File: src/rtl/rtc_pkg.sv
`timescale 1ns/1ps
package rtc_pkg;

    // Control register image, bit 7 down to bit 1 (bit 0 reads zero)
    typedef struct packed {
        logic       por;      // power-on indicator
        logic       osc_sel;  // oscillator source select (stored only)
        logic       run;      // counting and alarm armed
        logic       buf_en;   // clock output buffer enable (stored only)
        logic       bypass;   // prescaler bypass
        logic [1:0] cap_sel;  // load capacitance select (stored only)
    } ctrl_t;

    localparam ctrl_t CTRL_RESET = '{por: 1'b1, default: '0};

    function automatic logic [7:0] ctrl_to_byte(ctrl_t c);
        return {c, 1'b0};
    endfunction

endpackage

File: src/rtl/rtc_prescaler.sv
`timescale 1ns/1ps
module rtc_prescaler #(
    parameter int DIV = 32
) (
    input  logic clk,
    input  logic rst_n,
    input  logic run,
    input  logic bypass,
    input  logic step_en,
    input  logic restart,
    output logic tick
);
    localparam int PW = (DIV > 1) ? $clog2(DIV) : 1;
    localparam logic [PW-1:0] LAST = PW'(DIV - 1);

    logic [PW-1:0] phase_d, phase_q;

    always_comb begin
        phase_d = phase_q;
        tick    = run && step_en && (bypass || phase_q == LAST);
        if (!run || restart) begin
            phase_d = '0;
        end else if (step_en && !bypass) begin
            phase_d = (phase_q == LAST) ? '0 : phase_q + 1'b1;
        end
    end

    always_ff @(posedge clk or negedge rst_n) begin
        if (!rst_n) phase_q <= '0;
        else        phase_q <= phase_d;
    end
endmodule

File: src/rtl/rtc_counter.sv
`timescale 1ns/1ps
module rtc_counter #(
    parameter int CNT_W = 40,
    localparam int NB    = CNT_W / 8,
    localparam int IDX_W = $clog2(NB)
) (
    input  logic             clk,
    input  logic             rst_n,
    input  logic             tick,
    input  logic             wr_en,
    input  logic [IDX_W-1:0] wr_idx,
    input  logic [7:0]       wr_data,
    input  logic             snap_req,
    output logic [CNT_W-1:0] count_o,
    output logic [CNT_W-1:0] count_nx_o,
    output logic [CNT_W-1:0] snap_o,
    output logic             load_o,
    output logic             advance_o
);
    localparam int STG_W = CNT_W - 8;

    typedef struct packed {
        logic [CNT_W-1:0] count;
        logic [STG_W-1:0] stage;
        logic [CNT_W-1:0] snap;
    } cnt_st_t;

    cnt_st_t st_d, st_q;
    logic    load, advance;

    always_comb begin
        st_d    = st_q;
        load    = wr_en && (wr_idx == IDX_W'(NB - 1));
        advance = tick && !load;
        if (wr_en && !load) begin
            for (int i = 0; i < NB - 1; i++) begin
                if (wr_idx == IDX_W'(i)) st_d.stage[(NB-2-i)*8 +: 8] = wr_data;
            end
        end
        if (load)         st_d.count = {st_q.stage, wr_data};
        else if (advance) st_d.count = st_q.count + 1'b1;
        if (snap_req)     st_d.snap  = st_q.count;
    end

    always_ff @(posedge clk or negedge rst_n) begin
        if (!rst_n) st_q <= '0;
        else        st_q <= st_d;
    end

    assign count_o    = st_q.count;
    assign count_nx_o = st_d.count;
    assign snap_o     = st_q.snap;
    assign load_o     = load;
    assign advance_o  = advance;
endmodule

File: src/rtl/rtc_alarm.sv
`timescale 1ns/1ps
module rtc_alarm #(
    parameter int ALM_W = 24,
    localparam int AB   = ALM_W / 8,
    localparam int AIDX_W = (AB > 1) ? $clog2(AB) : 1
) (
    input  logic              clk,
    input  logic              rst_n,
    input  logic              wr_en,
    input  logic [AIDX_W-1:0] wr_idx,
    input  logic [7:0]        wr_data,
    input  logic              advance,
    input  logic [ALM_W-1:0]  count_nx_low,
    input  logic              clr,
    output logic [ALM_W-1:0]  alarm_o,
    output logic              flag_o
);
    typedef struct packed {
        logic [ALM_W-1:0] alarm;
        logic             flag;
    } alm_st_t;

    alm_st_t st_d, st_q;
    logic    hit;

    always_comb begin
        st_d = st_q;
        hit  = advance && (count_nx_low == st_q.alarm);
        if (wr_en) begin
            for (int i = 0; i < AB; i++) begin
                if (wr_idx == AIDX_W'(i)) st_d.alarm[(AB-1-i)*8 +: 8] = wr_data;
            end
        end
        if (hit)      st_d.flag = 1'b1;
        else if (clr) st_d.flag = 1'b0;
    end

    always_ff @(posedge clk or negedge rst_n) begin
        if (!rst_n) st_q <= '0;
        else        st_q <= st_d;
    end

    assign alarm_o = st_q.alarm;
    assign flag_o  = st_q.flag;
endmodule

File: src/rtl/rtc_tick_core.sv
`timescale 1ns/1ps
module rtc_tick_core
    import rtc_pkg::*;
#(
    parameter int          CNT_W     = 40,
    parameter int          ALM_W     = 24,
    parameter int          PRESC_DIV = 32,
    parameter logic [7:0]  BASE_ADDR = 8'hC0
) (
    input  logic       clk,
    input  logic       rst_n,
    input  logic       osc_step_en,
    input  logic [7:0] bus_addr,
    input  logic       bus_wr,
    input  logic       bus_rd,
    input  logic [7:0] bus_wdata,
    output logic [7:0] bus_rdata,
    output logic       alarm_irq
);
    localparam int NB     = CNT_W / 8;
    localparam int AB     = ALM_W / 8;
    localparam int IDX_W  = $clog2(NB);
    localparam int AIDX_W = (AB > 1) ? $clog2(AB) : 1;
    localparam logic [7:0] CTRL_A = BASE_ADDR;
    localparam logic [7:0] ALM_A  = BASE_ADDR + 8'd1;
    localparam logic [7:0] STAT_A = BASE_ADDR + 8'(AB + 1);
    localparam logic [7:0] SNAP_A = BASE_ADDR + 8'(AB + 2);
    localparam logic [7:0] CNT_A  = BASE_ADDR + 8'(AB + 3);

    typedef struct packed {
        ctrl_t ctrl;
    } top_st_t;

    top_st_t st_d, st_q;

    logic             ctrl_run, tick_w, load_w, advance_w, flag_w;
    logic             cnt_sel, alm_sel, snap_req, flag_clr;
    logic [7:0]       cnt_off, alm_off;
    logic [CNT_W-1:0] count_w, count_nx_w, snap_w;
    logic [ALM_W-1:0] alarm_w;

    // address decode
    always_comb begin
        cnt_off  = bus_addr - CNT_A;
        alm_off  = bus_addr - ALM_A;
        cnt_sel  = (bus_addr >= CNT_A) && (cnt_off < 8'(NB));
        alm_sel  = (bus_addr >= ALM_A) && (alm_off < 8'(AB));
        snap_req = bus_rd && (bus_addr == SNAP_A);
        flag_clr = bus_wr && (bus_addr == STAT_A) && bus_wdata[0];
    end

    // control register
    always_comb begin
        st_d = st_q;
        if (bus_wr && bus_addr == CTRL_A) begin
            st_d.ctrl.por     = st_q.ctrl.por & bus_wdata[7];
            st_d.ctrl.osc_sel = bus_wdata[6];
            st_d.ctrl.run     = bus_wdata[5];
            st_d.ctrl.buf_en  = bus_wdata[4];
            st_d.ctrl.bypass  = bus_wdata[3];
            st_d.ctrl.cap_sel = bus_wdata[2:1];
        end
    end

    always_ff @(posedge clk or negedge rst_n) begin
        if (!rst_n) st_q <= '{ctrl: CTRL_RESET};
        else        st_q <= st_d;
    end

    assign ctrl_run = st_q.ctrl.run;

    rtc_prescaler #(.DIV(PRESC_DIV)) i_presc (
        .clk     (clk),
        .rst_n   (rst_n),
        .run     (ctrl_run),
        .bypass  (st_q.ctrl.bypass),
        .step_en (osc_step_en),
        .restart (load_w),
        .tick    (tick_w)
    );

    rtc_counter #(.CNT_W(CNT_W)) i_cnt (
        .clk        (clk),
        .rst_n      (rst_n),
        .tick       (tick_w),
        .wr_en      (bus_wr && cnt_sel),
        .wr_idx     (cnt_off[IDX_W-1:0]),
        .wr_data    (bus_wdata),
        .snap_req   (snap_req),
        .count_o    (count_w),
        .count_nx_o (count_nx_w),
        .snap_o     (snap_w),
        .load_o     (load_w),
        .advance_o  (advance_w)
    );

    rtc_alarm #(.ALM_W(ALM_W)) i_alm (
        .clk          (clk),
        .rst_n        (rst_n),
        .wr_en        (bus_wr && alm_sel),
        .wr_idx       (alm_off[AIDX_W-1:0]),
        .wr_data      (bus_wdata),
        .advance      (advance_w),
        .count_nx_low (count_nx_w[ALM_W-1:0]),
        .clr          (flag_clr),
        .alarm_o      (alarm_w),
        .flag_o       (flag_w)
    );

    // read mux
    always_comb begin
        bus_rdata = 8'h00;
        if (bus_rd) begin
            if (bus_addr == CTRL_A) bus_rdata = ctrl_to_byte(st_q.ctrl);
            if (bus_addr == STAT_A) bus_rdata = {7'b0, flag_w};
            for (int i = 0; i < AB; i++) begin
                if (bus_addr == ALM_A + 8'(i)) bus_rdata = alarm_w[(AB-1-i)*8 +: 8];
            end
            for (int i = 0; i < NB; i++) begin
                if (bus_addr == CNT_A + 8'(i)) bus_rdata = snap_w[(NB-1-i)*8 +: 8];
            end
        end
    end

    assign alarm_irq = flag_w;
endmodule

File: config.mk
export PLATFORM = sky130hd
export DESIGN_NAME = rtc_tick_core
export DESIGN_NICKNAME = d
export VERILOG_FILES = /design/src/rtl/rtc_pkg.sv /design/src/rtl/rtc_prescaler.sv /design/src/rtl/rtc_counter.sv /design/src/rtl/rtc_alarm.sv /design/src/rtl/rtc_tick_core.sv
export SDC_FILE = /design/constraint.sdc
export NUM_CORES = 1
export LEC_CHECK = 0
export CORE_MARGIN = 1.5
export CORE_UTILIZATION = 55
export DETAILED_ROUTE_END_ITERATION = 10
export HOLD_SLACK_MARGIN = 0.08
export PLACE_DENSITY_LB_ADDON = 0.05
export SLEW_MARGIN = 25
export SYNTH_ARGS = -nofsm -noshare
export SYNTH_HDL_FRONTEND = slang
export SYNTH_SLANG_ARGS = --single-unit
export TNS_END_PERCENT = 50
File: constraint.sdc
create_clock -name clk -period 2.9 [get_ports clk]
set_clock_uncertainty 0.1 [all_clocks]
set_input_delay 0.58 -clock clk [delete_from_list [all_inputs] [get_ports clk]]
set_output_delay 0.58 -clock clk [all_outputs]
set_load 0.02 [all_outputs]
==> results of run 1 <==
[metrics by stage]
step | worst slack (ns) | power, mW | area [µm²]
6_report | -0.2675 | 5.156 | 10610
5_1_grt | -0.3146 | 5.309 | 10610
4_1_cts | -0.2106 | 5.146 | 10400
3_5_place_dp | -0.9640 | 2.854 | 9408
3_3_place_gp | -0.9376 | 2.838 | 9408
2_1_floorplan | -0.06493 | 2.537 | 7866
[layout by cell type, fill, tap and decap left out, types with 9 or more instances in the layout]
| cell type | Yosys | layout |
|---|---|---|
| clkbuf_16 | 0 | 17 |
| inv_1 | 15 | 14 |
| dfrtp_1 | 148 | 148 |
| and3_1 | 14 | 12 |
| nor3_1 | 12 | 11 |
| mux2_2 | 85 | 83 |
| xnor2_1 | 31 | 29 |
| clkdlybuf4s50_1 | 0 | 12 |
| xor2_1 | 27 | 25 |
| o21ai_0 | 43 | 36 |
| a21oi_2 | 1 | 17 |
| a21oi_1 | 57 | 41 |
| buf_6 | 0 | 21 |
| nor2_1 | 64 | 57 |
| nor4_1 | 16 | 11 |
| mux2i_1 | 14 | 9 |
| buf_4 | 0 | 142 |
| nand4_1 | 14 | 14 |
| nand3_1 | 34 | 26 |
| nand3_2 | 1 | 9 |
| nand2_1 | 71 | 63 |
[registers in the layout, summed over array words and instances, names as in the netlist]
signal	flops
i_alm.flag_o	1
st_q	6
i_cnt.snap_o	40
ctrl_run	1
i_presc.phase_q	5
i_alm.alarm_o	24
i_cnt.st_q	32
i_cnt.count_o	40
[where the power goes]
group	switching [mW]	internal (mW)
logic	0.310	0.279
clock network	0.914	1.35
registers	0.121	2.18
total	1.35	3.81
[cell type report]
type	count	area, µm²
multi-input combinational	561	4358
timing repair buffer	190	1625
inverter	16	62.56
clock inverter	11	138.9
sequential	149	3730
fill	941	3217
tap	180	225.2
clock buffer	21	470.5
[logic make-up (layout without fill, tap and decap cells)]
family          after synthesis  count (layout)  share of synthesized area (%)
flops                       149             149                          48.11
xor+xnor                     59              59                          6.763
buf+inv                      55             238                          2.776
fa+ha+maj                     6               6                         0.9683
mux                          99              99                          14.15
compound gates              144             144                          11.27
simple gates                253             253                          15.96
[cell usage after synthesis (4+ instances only)]
library cell    n  area (µm²)
xor2_1         27       236.5
clkbuf_1       23       86.33
ha_1            6       75.07
o21ai_0        43       215.2
and2_1          4       25.02
nor4_1         16       100.1
nand4_1        14       87.58
mux2i_1        14       140.1
nand2_1        71       266.5
dfrtp_1       148        3704
xnor2_1        31       271.5
buf_1           9       33.78
inv_1          15       56.30
and3_1         14       87.58
nor3_1         12       60.06
a22oi_1         4       30.03
o22ai_1         4       25.02
a21oi_1        57       285.3
nor2_1         64       240.2
buf_2           6       30.03
mux2_2         85       957.2
nand3_1        34       170.2
a31oi_1         5       31.28
a211oi_1        5       37.54
[worst max-delay path: cells and delay by family, from the launching register on]
family	cells	cell delay (ns)
flip-flops	1	0.36
AND/OR/NAND/NOR	4	1.46
AO/OA/AOI/OAI	4	0.58
XOR/XNOR	1	0.21
adder cells (fa/ha/maj)	2	0.36
[per-layer routing]
layer  vias up  track usage, %
met1      3501           50.94
met3        61           10.25
met4         0           15.29
met5         -               0
li1       3079               -
met2       352           55.30
[worst min path at each step]
| stage | end | slack [ns] | cells past startpoint |
|---|---|---|---|
| finish | i_cnt.st_q[41] | 0.38 | 2 |
| global route | st_q[6] | 0.41 | 1 |
| CTS | i_cnt.st_q[70] | 0.39 | 2 |
| detailed placement | i_cnt.st_q[70] | 0.37 | 2 |
| global placement | i_cnt.st_q[57] | 0.37 | 2 |
| floorplan | ctrl_run | 0.18 | 0 |
[timing repair]
| item | CTS | global route |
|---|---|---|
| cloned | 1 | 0 |
| pin swaps | 28 | 29 |
| buffers inserted | 12 | 4 |
| endpoints found under the setup margin | 12 | 19 |
| endpoints found under the hold margin | 46 | 0 |
| gates resized for setup | 133 | 56 |
| hold buffers | 1 | 0 |
==> results.sh, run 1 <==
export IMPL_antennaDiodeCount=0
export IMPL_crit_reg2reg_launch="i_presc.phase_q[0]"
export IMPL_synth_cell_types=64
export IMPL_finalSetupTns_ns=-0.3221
export IMPL_max_freq_mhz=315.7
export IMPL_p_per_area_nw_per_um2=486.0
export IMPL_placedCellCount=1081
export IMPL_row_count=43
export IMPL_clockRootBuffer="clkbuf_16"
export IMPL_first_iter_violations=695
export IMPL_worst_endpoint_arrival_ns=3.40
export IMPL_crit_end="i_alm.flag_o"
export IMPL_reg2reg_slack_ns=-0.27
export IMPL_cts_clk_slew_worst_paths_ns=0.06
export IMPL_leakage_nw=5.057
export IMPL_detail_route_antenna_nets=0
export IMPL_gp_congestion=0.9469
export IMPL_grt_pass1_wl_um=39790
export IMPL_cts_max_level=4
export IMPL_ios=30
export IMPL_ir_drop_mv=0.4945
export IMPL_hold_ws_ns=0.3846
export IMPL_clkSinkCount=149
export IMPL_synthesis_area_um2=7752
export IMPL_final_core_util_pct=76.74
export IMPL_crit_fanout=3
export IMPL_timing_final_hold_violations=0
export IMPL_post_synth_inst_count=765
export IMPL_fin_cells=1128
export IMPL_setup_viol=3
export IMPL_route_top_layer_used="met4"
export IMPL_routed_wl_met2_um=11580
export IMPL_violations="negative setup slack"
export IMPL_die_area_um2=14820
export IMPL_cpMostUsedCell="or4_4"
export IMPL_die_h_um=121.7
export IMPL_insertion_delay_ns=0.43
export IMPL_coreArea_um2=13830
export IMPL_outcome="finished with violations"
export IMPL_synthFlopType="dfrtp_1"
export IMPL_grt_use_total_pct=36.98
export IMPL_end_kind="flip-flop"
export IMPL_vias_per_cell=6.199
export IMPL_place_hpwl_um=19000
export IMPL_via_count=6993
export IMPL_maxSlewViolCount=0
export IMPL_critical_path_slowest_cell="or4_4"
export IMPL_crit_start="i_presc.phase_q[0]"
export IMPL_die_w_um=121.7
export IMPL_layout_drive_gt1_share_pct=41.46
export IMPL_drv_cap=0
export IMPL_timing_worst_setup_path_type="reg2reg"
export IMPL_grt_remaining_overflow=0
export IMPL_clock_path_buffers=2
export IMPL_grt_max_degree=62
export IMPL_ys_warnings_count=0
export IMPL_fin_crit_sh_pct=109.2
export IMPL_layout_nets=962
export IMPL_rr_endpoint="i_alm.flag_o"
export IMPL_firstDrtPassIters=5
export IMPL_met3WireLength_um=2307
export IMPL_worstHoldPathType="reg2reg"
export IMPL_cts_buffers_inserted=17
export IMPL_io_buffers=29
export IMPL_grt_pass1_vias=6945
export IMPL_min_from="i_cnt.st_q[41]"
export IMPL_rsz0062_at_grt="true"
export IMPL_ys_seq_area_share_pct=48.11
export IMPL_drc=0
export IMPL_area_delta_synth_final_pct=36.86
export IMPL_cp_start_kind="flip-flop"
export IMPL_antenna_found_initial=1
export IMPL_routedLengthMet1_um=11100
export IMPL_reg2regPathDepth=11
export IMPL_crit_path_max_incr_delay_ns=0.52
export IMPL_synth_edff_count=0
export IMPL_wl_um=25980
export IMPL_fin_crit_ns=3.167
export IMPL_synth_nets=792
export IMPL_slew_headroom_pct=61.63
export IMPL_crit_required_ns=3.14
export IMPL_layout_setup_ws_ns=-0.2675
export IMPL_cts_tree="yes"
export IMPL_postSynth_asyncResetShare_pct=100.0
export IMPL_worst_pin_slew_ns=0.5749
export IMPL_avgSynthCellArea_um2=10.13
export IMPL_start_util_pct=56.07
export IMPL_synth_seq_cells=149
export IMPL_wl_per_cell_um=23.03
export IMPL_crit_chain="ha_2 -> and3_4 -> ha_4 -> o211ai_4 -> or2_4 -> or4_4 -> xnor2_4 -> a21oi_2 -> a21o_1 -> or4_4 -> o31ai_4"
No activity file was read; power rests on OpenSTA's default activity.
==> inputs of run 2 (changes only) <==
CAP_MARGIN = 20   (was not set)
GPL_ROUTABILITY_DRIVEN = 0   (was not set)
==> run 2 against run 1 <==
Net effect: the flow still finishes with violations (negative setup slack); die area unchanged; sequential power barely moved; core utilization down 1.3 points; wire length shrank 2.2%; flip-flop and latch count stayed put; critical endpoint unchanged; highest routed layer unchanged; largest cell class unchanged.
==> results.sh, run 2 (synthesis results as in run 1) <==
export IMPL_outcome="finished with violations"
export IMPL_violations="negative setup slack"
export IMPL_first_iter_violations=817
export IMPL_final_common_cell="dfrtp_1"
export IMPL_grt_remaining_overflow=0
export IMPL_vias_per_cell=6.151
export IMPL_wl_per_cell_um=22.66
export IMPL_clockRootBuffer="clkbuf_16"
export IMPL_maxSlewViolCount=0
export IMPL_fin_crit_sh_pct=104.9
export IMPL_layout_drive_gt1_share_pct=39.11
export IMPL_die_h_um=121.7
export IMPL_coreArea_um2=13830
export IMPL_critical_path_depth=11
export IMPL_place_ws_ns=-0.9777
export IMPL_crit_reg2reg_launch="i_presc.phase_q[0]"
export IMPL_worstHoldPathType="reg2reg"
export IMPL_cts_buffers_inserted=17
export IMPL_rsz0062_at_grt="true"
export IMPL_insertion_delay_ns=0.43
export IMPL_clkPwrFrac_pct=44.6
export IMPL_start_util_pct=56.07
export IMPL_timing_final_hold_violations=0
export IMPL_power_frac_comb_pct=11.0
export IMPL_die_area_um2=14820
export IMPL_crit_end="i_alm.flag_o"
export IMPL_detail_route_antenna_nets=0
export IMPL_rr_endpoint="i_alm.flag_o"
export IMPL_timing_worst_setup_path_type="reg2reg"
export IMPL_clkSinkCount=149
export IMPL_layout_nets=955
export IMPL_cts_tree="yes"
export IMPL_hold_ws_ns=0.3836
export IMPL_setup_viol=9
export IMPL_crit_fanout=3
export IMPL_antenna_found_initial=0
export IMPL_crit_start="i_presc.phase_q[0]"
export IMPL_wl_um=25410
export IMPL_end_kind="flip-flop"
export IMPL_grt_max_degree=55
export IMPL_ios=30
export IMPL_worst_pin_slew_ns=0.5452
export IMPL_switching_power_mw=1.322
export IMPL_power_mw=5.165
export IMPL_place_hpwl_um=18110
export IMPL_final_core_util_pct=75.43
export IMPL_io_buffers=29
export IMPL_drc=0
export IMPL_reg2reg_slack_ns=-0.14
export IMPL_p_per_area_nw_per_um2=495.3
export IMPL_leakage_nw=4.924
export IMPL_p_int_mw=3.843
export IMPL_reg2regPathDepth=11
export IMPL_max_freq_mhz=328.7
export IMPL_grt_pass1_wl_um=38720
export IMPL_worst_endpoint_arrival_ns=3.28
export IMPL_ir_drop_mv=0.4733
export IMPL_layout_setup_ws_ns=-0.1420
export IMPL_drv_cap=0
export IMPL_die_w_um=121.7
export IMPL_cts_max_level=4
export IMPL_cp_start_kind="flip-flop"
export IMPL_slew_headroom_pct=63.65
export IMPL_worst_path_dominant_cell_family="simple AND/OR/NAND/NOR gates"
export IMPL_clock_path_buffers=2
export IMPL_antennaDiodeCount=0
export IMPL_seqPwrFrac_pct=44.4
export IMPL_critical_path_slowest_cell="or4_4"
export IMPL_row_count=43
export IMPL_cpMostUsedCell="or4_4"
export IMPL_path_buf_inv=0
export IMPL_fin_crit_ns=3.042
export IMPL_via_count=6895
export IMPL_area_delta_synth_final_pct=34.54
export IMPL_p_sw_share_pct=25.60
export IMPL_crit_chain="ha_2 -> and3_4 -> ha_4 -> o211ai_4 -> or2_4 -> or4_4 -> xnor2_4 -> a21oi_2 -> a21o_1 -> or4_4 -> o31ai_2"
export IMPL_firstDrtPassIters=5
export IMPL_grt_use_total_pct=35.84
export IMPL_fin_cells=1121
export IMPL_crit_path_max_incr_delay_ns=0.52
export IMPL_crit_required_ns=3.14
export IMPL_placedCellCount=1070
export IMPL_cts_clk_slew_worst_paths_ns=0.06
export IMPL_grt_pass1_vias=6792
export IMPL_final_cell_mix="dfrtp_1, buf_4, mux2_2"
-- run 2: changes by cell type in the layout (fill, tap and decap cells not counted), sizes merged --
cell         delta
buf             -8
bufinv          +1
clkbuf          -2
clkinvlp        -1
dlygate4sd2     +2
inv             +1
-- run 2: how the worst min path moves through the flow --
stage	from	cells after the start	end	slack (ns)
6_report	i_cnt.st_q[65]	2	i_cnt.st_q[65]	0.38
5_1_grt	i_cnt.st_q[63]	2	i_cnt.st_q[63]	0.40
4_1_cts	i_cnt.st_q[65]	2	i_cnt.st_q[65]	0.38
3_5_place_dp	i_cnt.st_q[65]	2	i_cnt.st_q[65]	0.37
3_3_place_gp	i_cnt.st_q[65]	2	i_cnt.st_q[65]	0.36
2_1_floorplan	rst_n	0	ctrl_run	0.18
-- run 2: per-layer routing --
metal	global-route usage, %	vias to the layer above	share of wire [%]
met1	50.14	3401	42
li1	-	3070	-
met3	7.537	53	9.5
met5	0	-	0
met2	55.79	371	45
met4	12.06	0	3.3
-- run 2: worst min-delay path, stage by stage (launching register included) --
cell and delay, ns:
dfrtp_1 0.34, nand2_1 0.05, o21ai_0 0.06
-- run 2: power groups by stage --
stage / clock network (mW) / logic [mW] / registers, mW
floorplan: 0 / 0.256 / 2.28
global placement: 0 / 0.508 / 2.32
detailed placement: 0 / 0.517 / 2.32
CTS: 2.32 / 0.550 / 2.29
global route: 2.41 / 0.605 / 2.30
finish: 2.30 / 0.568 / 2.29
-- run 2: per-stage QoR --
step / setup TNS (ns) / area [µm²]
after global placement: -18.92 / 9375
after floorplan: -0.06493 / 7866
after global routing: -1.350 / 10430
final: -0.7421 / 10430
after detailed placement: -23.15 / 9375
after CTS: -0.1218 / 10310
-- run 2: what timing repair did --
action,in CTS,in global routing
buffers inserted,10,7
endpoints found under the setup margin,12,16
hold buffers,1,0
hold endpoints to repair,51,0
resized for setup,130,21
pin swaps,20,16
gates cloned,1,1
-- run 2: final cells by class --
type / instances / area, µm²
clock buffer: 20 / 446.7
clock inverter: 12 / 166.4
fill: 945 / 3397
inverter: 16 / 62.56
multi-input combinational: 561 / 4205
sequential: 149 / 3730
tap: 180 / 225.2
timing repair buffer: 183 / 1594
